**src/rtl/uart_lb_pkg.sv**
```systemverilog
package uart_lb_pkg;
  localparam int MODEM_W = 4;
  typedef logic [MODEM_W-1:0] modem_t;

  localparam int IDX_RTS_CTS = 0;
  localparam int IDX_DTR_DSR = 1;
  localparam int IDX_OP1_RI  = 2;
  localparam int IDX_OP2_CD  = 3;

  localparam modem_t PIN_INACTIVE  = '1;
  localparam modem_t CORE_INACTIVE = '0;
  localparam logic   LINE_IDLE     = 1'b1;

  // Route each control output onto its paired status input.
  function automatic modem_t loop_map(input modem_t mout);
    modem_t m;
    m[IDX_RTS_CTS] = mout[IDX_RTS_CTS];
    m[IDX_DTR_DSR] = mout[IDX_DTR_DSR];
    m[IDX_OP1_RI]  = mout[IDX_OP1_RI];
    m[IDX_OP2_CD]  = mout[IDX_OP2_CD];
    return m;
  endfunction

  // Pins are active-low, core side is active-high.
  function automatic modem_t flip_level(input modem_t v);
    return ~v;
  endfunction

  function automatic modem_t change_mask(input modem_t now_v, input modem_t old_v);
    return now_v ^ old_v;
  endfunction
endpackage

```
**src/rtl/uart_lb_sync.sv**
```systemverilog
module uart_lb_sync #(
  parameter int WIDTH = 1,
  parameter int STAGES = 2,
  parameter logic [WIDTH-1:0] RESET_VAL = '1
) (
  input  logic             clk,
  input  logic             rst_n,
  input  logic [WIDTH-1:0] din,
  output logic [WIDTH-1:0] dout
);
  generate
    if (STAGES == 0) begin : g_bypass
      assign dout = din;
    end else begin : g_chain
      logic [WIDTH-1:0] st [STAGES];
      for (genvar i = 0; i < STAGES; i++) begin : g_stage
        if (i == 0) begin : g_first
          always_ff @(posedge clk or negedge rst_n) begin
            if (!rst_n) st[i] <= RESET_VAL;
            else        st[i] <= din;
          end
        end else begin : g_next
          always_ff @(posedge clk or negedge rst_n) begin
            if (!rst_n) st[i] <= RESET_VAL;
            else        st[i] <= st[i-1];
          end
        end
      end
      assign dout = st[STAGES-1];
    end
  endgenerate
endmodule

```
**src/rtl/uart_lb_steer.sv**
```systemverilog
module uart_lb_steer
  import uart_lb_pkg::*;
(
  input  logic   loop_en,
  input  logic   core_txd,
  input  logic   rxd_s,
  input  modem_t core_mout,
  input  modem_t min_s,
  output logic   nxt_core_rxd,
  output logic   nxt_pin_txd,
  output modem_t nxt_pin_mout,
  output modem_t nxt_core_min
);
  always_comb begin
    if (loop_en) begin
      nxt_core_rxd = core_txd;
      nxt_pin_txd  = LINE_IDLE;
      nxt_pin_mout = PIN_INACTIVE;
      nxt_core_min = loop_map(core_mout);
    end else begin
      nxt_core_rxd = rxd_s;
      nxt_pin_txd  = core_txd;
      nxt_pin_mout = flip_level(core_mout);
      nxt_core_min = flip_level(min_s);
    end
  end
endmodule

```
**src/rtl/uart_lb_delta.sv**
```systemverilog
module uart_lb_delta
  import uart_lb_pkg::*;
(
  input  logic   clk,
  input  logic   rst_n,
  input  modem_t min_now,
  output modem_t delta
);
  modem_t prev_q;
  always_ff @(posedge clk or negedge rst_n) begin
    if (!rst_n) begin
      prev_q <= CORE_INACTIVE;
      delta  <= '0;
    end else begin
      prev_q <= min_now;
      delta  <= change_mask(min_now, prev_q);
    end
  end
endmodule

```
**src/rtl/uart_loopback_path.sv**
```systemverilog
module uart_loopback_path
  import uart_lb_pkg::*;
#(
  parameter int SYNC_STAGES = 2
) (
  input  logic       clk,
  input  logic       rst_n,
  input  logic       mcr_loop,
  input  logic       core_txd,
  output logic       core_rxd,
  output logic       pin_txd,
  input  logic       pin_rxd,
  input  logic [3:0] core_mout,
  output logic [3:0] pin_mout,
  input  logic [3:0] pin_min,
  output logic [3:0] core_min,
  output logic [3:0] core_mdelta
);
  localparam int RX_W = 1 + MODEM_W;

  logic   rxd_s;
  modem_t min_s;
  logic   nxt_core_rxd, nxt_pin_txd;
  modem_t nxt_pin_mout, nxt_core_min;
  logic [RX_W-1:0] raw_in, sync_out;

  assign raw_in = {pin_rxd, pin_min};

  uart_lb_sync #(
    .WIDTH(RX_W), .STAGES(SYNC_STAGES), .RESET_VAL({LINE_IDLE, PIN_INACTIVE})
  ) i_sync (
    .clk(clk), .rst_n(rst_n), .din(raw_in), .dout(sync_out)
  );

  assign rxd_s = sync_out[RX_W-1];
  assign min_s = sync_out[MODEM_W-1:0];

  uart_lb_steer i_steer (
    .loop_en(mcr_loop), .core_txd(core_txd), .rxd_s(rxd_s),
    .core_mout(core_mout), .min_s(min_s),
    .nxt_core_rxd(nxt_core_rxd), .nxt_pin_txd(nxt_pin_txd),
    .nxt_pin_mout(nxt_pin_mout), .nxt_core_min(nxt_core_min)
  );

  always_ff @(posedge clk or negedge rst_n) begin
    if (!rst_n) begin
      core_rxd <= LINE_IDLE;
      pin_txd  <= LINE_IDLE;
      pin_mout <= PIN_INACTIVE;
      core_min <= CORE_INACTIVE;
    end else begin
      core_rxd <= nxt_core_rxd;
      pin_txd  <= nxt_pin_txd;
      pin_mout <= nxt_pin_mout;
      core_min <= nxt_core_min;
    end
  end

  uart_lb_delta i_delta (
    .clk(clk), .rst_n(rst_n), .min_now(core_min), .delta(core_mdelta)
  );
endmodule

```
**config.mk**
```make
export PLATFORM = sky130hd
export DESIGN_NAME = uart_loopback_path
export DESIGN_NICKNAME = d
export VERILOG_FILES = /design/src/rtl/uart_lb_pkg.sv /design/src/rtl/uart_lb_sync.sv /design/src/rtl/uart_lb_steer.sv /design/src/rtl/uart_lb_delta.sv /design/src/rtl/uart_loopback_path.sv
export SDC_FILE = /design/constraint.sdc
export NUM_CORES = 1
export LEC_CHECK = 0
export BUFFER_PORTS_ARGS = -buffer_cell sky130_fd_sc_hd__buf_2
export CAP_MARGIN = 20
export CORE_MARGIN = 8
export CORE_UTILIZATION = 35
export DETAILED_ROUTE_END_ITERATION = 10
export HOLD_SLACK_MARGIN = 0.06
export PLACE_DENSITY = 0.65
export RECOVER_POWER = 25
export SLEW_MARGIN = 20
export SYNTH_ARGS = -nofsm -noshare
export SYNTH_HDL_FRONTEND = slang
export SYNTH_SLANG_ARGS = --single-unit
```
**constraint.sdc**
```tcl
create_clock -name clk -period 2.1 [get_ports clk]
set_clock_uncertainty 0.15 [all_clocks]
set_input_delay 0.105 -clock clk [delete_from_list [all_inputs] [get_ports clk]]
set_output_delay 0.105 -clock clk [all_outputs]
set_load 0.1 [all_outputs]
```
==> reports/qor.txt, run 1 <==
Hold-fix buffers at CTS = 17
Worst-path fanout max = 13
Clk slew on worst S/H paths = 0.13 ns
Worst endpoint required time = 2.19 ns
Resize count post-CTS = 0
DRT Pass-1 Iters = 3
Min cycle time layout = 1.60 ns
HP Class = input pin to async pin
Routed Antenna Nets = 0
Fin worst setup slack = 0.505 ns
Critical Path AT = 1.68 ns
Fmax = 627 MHz
Most frequent cells in the layout = buf_2 (26), dlygate4sd3_1 (17), dfstp_2 (16)
Mapped Cells = 47
Unique masters post-synth = 11
Largest net degree at the start of global routing = 29
Post-CTS Setup Bufs = 0
Seq/Total Area, Yosys = 84.8%
GRT Overall Usage = 6.61%
Vias in the first global route = 522
Vias = 490
Buffers on Ports = 26
Clock Latency Late Sink = 0.30 ns
Final core occ = 50.4%
Most common cell after layout, fill and taps aside = buf_2
Critical path class = input pin to flip-flop
P_sw = 361 uW
Worst-Margin Slew = 0.580 ns
Clock power frac = 18.8%
Maximum clock path buffer count = 2
Syn. warnings = 0
Diodes inserted = 0
Setup TNS = 0 ns
Layout cells sized above 1 = 50.5%
Die footprint = 4260 um^2
Dpl ws = 0.918 ns
Status = complete, no violations
Total grt overflow = 0
First-pass GRT wire length = 2.26 mm
Leak Pwr = 0.544 nW
CTS tree = built
Startpoint Class = input pin
Die Ht = 65.3 um
Switching share of power = 33.4%
Antenna violations before repair = 0
Logic pwr share = 25.2%
Sequential Power Share = 55.9%
Die X = 65.3 um
Mapped Nets = 60
Tcrit/Tclk final = 76.0%
Synthesized cell area = 850 um^2
Overall power = 1.08 mW
Avg WL per Cell = 10.5 um
Vias/cell = 3.98
Clock Sinks = 28
Core ar. = 2390 um^2
Syn avg cell area = 18.1 um^2
VDD IR max = 0.453 mV
Final-report setup violation count = 0
Power density over cell area = 899 nW/um^2
Initial DRC Count = 3
Num rows = 18
Slew Limit Headroom = 61.3%
Slew Limit Fails = 0
Detailed Route WL = 1.29 mm
Synth Register Bits = 28
Synth-to-Final Area Change = 41.5%
Clock Tree Root = clkbuf_4
Starting Density = 35.6%
Power Internal = 720 uW
Max_cap viols = 0
Routability Congestion = 0.634
Hold Fails Final Rpt = 0
RSZ-0062 raised after global routing = no
Io pins = 27
CTS buffer count = 3
Endpoint class of the critical path = flip-flop
H-tree level count = 1
Remaining DRCs = 0
Final nets = 107
-- kinds of logic after synthesis --
kind of cell	count (synthesis)	synth area share, %
DFF	28	84.8
buffers and inverters	2	1.77
xor gates and xnor gates	4	4.12
muxes	2	2.50
and+or+nand+nor	8	5.01
AOI/OAI and AO/OA	3	1.77
-- final cells by class --
type	count	area, um^2
timing repair buffer	43	300
tap	30	37.5
clock buffer	4	26.3
fill	222	1180
sequential	28	721
inverter	1	3.75
multi-input combinational	17	114
-- state kept, by name, indices dropped and copies added, names as in the netlist --
register	cells
i_sync.dout	5
i_sync.g_chain.st	5
core_min	4
i_delta.delta	4
i_delta.prev_q	4
pin_mout	4
core_rxd	1
pin_txd	1
-- synthesized netlist by cell type --
library cell	instances	area share, %
dfrtp_1	12	35
nand2_1	3	1.3
xor2_1	4	4.1
nand2b_1	4	2.9
dfstp_2	16	49
o21ai_0	3	1.8
mux2_2	1	1.3
inv_1	1	0.44
mux2i_1	1	1.2
or2_2	1	0.74
buf_6	1	1.3
-- worst paths after layout --
kind                                                 from  cells past startpoint                           to  slack, ns
min reg2reg                i_sync.g_chain.st[5]$_DFF_PN1_                      0     i_sync.dout[0]$_DFF_PN1_       0.21
min                                                 rst_n                      2  i_delta.prev_q[0]$_DFF_PN0_       0.17
max                                              mcr_loop                      4            pin_txd$_DFF_PN1_       0.50
max in group asynchronous                           rst_n                      2        pin_mout[1]$_DFF_PN1_       1.25
min in group clk           i_sync.g_chain.st[5]$_DFF_PN1_                      0     i_sync.dout[0]$_DFF_PN1_       0.21
max reg2reg                      i_sync.dout[4]$_DFF_PN1_                      1           core_rxd$_DFF_PN1_       1.24
-- power by group through the flow --
stage	Combinational [mW]	Sequential, mW	Clock [mW]
2_1_floorplan	0.0192	0.796	0
3_3_place_gp	0.250	0.612	0
3_5_place_dp	0.251	0.615	0
4_1_cts	0.275	0.606	0.222
5_1_grt	0.285	0.610	0.245
6_report	0.273	0.605	0.203
-- worst max-delay path, cell delays in order --
cell and delay [ns]:
dlygate4sd3_1 0.53, buf_2 0.19, or2_2 0.30, dlygate4sd3_1 0.56
-- per-layer routing --
layer	global-route usage (%)	vias to the layer above	wire (um)
li1	-	241	-
met1	7.26	228	537
met2	10.8	19	583
met3	3.23	2	160
met4	2.45	0	10
met5	0	-	0
-- metrics by stage --
stage | std cells | hold WS (ns) | area (um^2)
2_1_floorplan | 47 | -0.341 | 850
3_3_place_gp | 102 | -0.0149 | 1010
3_5_place_dp | 102 | -0.00844 | 1010
4_1_cts | 123 | 0.177 | 1200
5_1_grt | 123 | 0.215 | 1200
6_report | 123 | 0.173 | 1200
Note: power is estimated with default switching activity, not from simulation.
==> run 2: changes to the inputs <==
PLACE_DENSITY = 0.68   (was 0.65)
clock period = 1.41 ns   (was 2.1 ns; I/O delays follow)
==> run 2 against run 1 <==
Effect of this change: register-to-register slack got worse by 0.70 ns; total power increased by 54%; global-route usage increased by 0.89 points; hold slack got worse by 0.030 ns; sequential share of layout area decreased by 4.3 points; count of clock-buffer cells in the layout decreased by 1; largest power group unchanged; highest routed layer unchanged.
==> reports/qor.txt, run 2 (synthesis results as in run 1) <==
Clock Latency Late Sink = 0.31 ns
Remaining DRCs = 0
Total grt overflow = 0
Switching share of power = 33.9%
CP top delay family = buffers and inverters
Clock Sinks = 28
P_sw = 563 uW
H-tree level count = 1
HP Class = input pin to async pin
Vias in the first global route = 551
Antenna violations before repair = 0
Crit path buffers/inverters = 3
First-pass GRT wire length = 2.47 mm
Most frequent cells in the layout = dfstp_2 (16), dlygate4sd3_1 (16), buf_2 (14)
Endpoint class of the critical path = flip-flop
Diodes inserted = 0
Slew Limit Fails = 0
Avg WL per Cell = 12.4 um
Io pins = 27
Clk slew on worst S/H paths = 0.13 ns
Overall power = 1.66 mW
Synth-to-Final Area Change = 52.4%
Num rows = 18
CTS tree = built
Die X = 65.3 um
CP max stage delay = 0.57 ns
Fmax = 730 MHz
Critical Path AT = 1.47 ns
Most used cell, CP = dlygate4sd3_1
Worst endpoint required time = 1.51 ns
Die Ht = 65.3 um
Die footprint = 4260 um^2
Clock power frac = 18.7%
Core ar. = 2390 um^2
Worst-path fanout max = 13
Status = complete, no violations
Vias/cell = 4.12
Layout cells sized above 1 = 51.6%
VDD IR max = 0.825 mV
Min cycle time layout = 1.37 ns
Starting Density = 35.6%
Power density over cell area = 1280 nW/um^2
Slew Limit Headroom = 56.3%
Tcrit/Tclk final = 97.1%
CP cell instances = dlygate4sd3_1 -> buf_6 -> nand2b_1 -> dlygate4sd3_1
Worst-Margin Slew = 0.655 ns
Final nets = 106
CTS buffer count = 3
DRT Pass-1 Iters = 2
Maximum clock path buffer count = 2
Largest net degree at the start of global routing = 29
Power Internal = 1.10 mW
Vias = 499
RSZ-0062 raised after global routing = no
Clock Tree Root = clkbuf_4
Setup TNS = 0 ns
Buffers on Ports = 26
GRT Overall Usage = 7.51%
Critical path class = input pin to flip-flop
Startpoint Class = input pin
Max_cap viols = 0
Routability Congestion = 0.682
CP max-delay cell = dlygate4sd3_1
Detailed Route WL = 1.50 mm
Final-report setup violation count = 0
Sequential Power Share = 54.6%
Logic pwr share = 26.7%
Leak Pwr = 0.585 nW
Hold Fails Final Rpt = 0
Initial DRC Count = 14
Routed Antenna Nets = 0
## run 2: final timing paths
path | start | endpoint | slack, ns | depth (start not counted)
setup / recovery | mcr_loop | pin_mout[2]$_DFF_PN1_ | 0.04 | 4
max in group asynchronous | rst_n | core_min[0]$_DFF_PN0_ | 0.55 | 2
min in group clk | i_sync.g_chain.st[8]$_DFF_PN1_ | i_sync.dout[3]$_DFF_PN1_ | 0.21 | 0
setup reg to reg | i_sync.dout[1]$_DFF_PN1_ | core_min[1]$_DFF_PN0_ | 0.54 | 1
hold reg to reg | i_sync.g_chain.st[8]$_DFF_PN1_ | i_sync.dout[3]$_DFF_PN1_ | 0.21 | 0
hold / removal | rst_n | i_delta.delta[3]$_DFF_PN0_ | 0.14 | 2
## run 2: routing by layer
layer  up-vias  routed length, um  part of all wire [%]  global-route usage (%)
met5         -                  0                     0                       0
met4         0                  7                  0.47                    3.27
met3         2                103                   6.9                    2.72
met2        16                794                    53                    13.2
met1       246                595                    40                    7.90
li1        235                  -                     -                       -
## run 2: stage by stage
step	utilization [%]	std cells	area, um^2	worst slack (ns)	hold slack, ns
after floorplan	-	47	850	0.0479	-0.375
after global placement	45.9	102	1100	0.407	-0.0536
after detailed placement	45.9	102	1100	0.367	-0.0412
after CTS	53.7	121	1280	0.00951	0.128
after global routing	54.2	121	1290	0.0117	0.175
final	54.2	121	1290	0.0407	0.143
## run 2: final cells by class
type / count / area [um^2]
clock buffers: 3 / 22.5
inverters: 1 / 3.75
repair buffers: 42 / 397
fillers: 198 / 1090
well taps: 30 / 37.5
flip-flops and latches: 28 / 721
multi-input cells: 17 / 114
## run 2: repair_timing
action,4_1_cts,5_1_grt
hold buffers,16,0
hold endpoints to repair,43,0
endpoints found under the setup margin,1,6
gates resized for setup,1,6
setup buffers,0,0
## run 2: power groups by stage
stage | sequential, mW | clock [mW] | combinational [mW]
after floorplan | 1.18 | 0 | 0.0286
after global placement | 0.919 | 0 | 0.405
after detailed placement | 0.922 | 0 | 0.406
after CTS | 0.909 | 0.324 | 0.441
after global routing | 0.915 | 0.353 | 0.461
final | 0.907 | 0.310 | 0.443
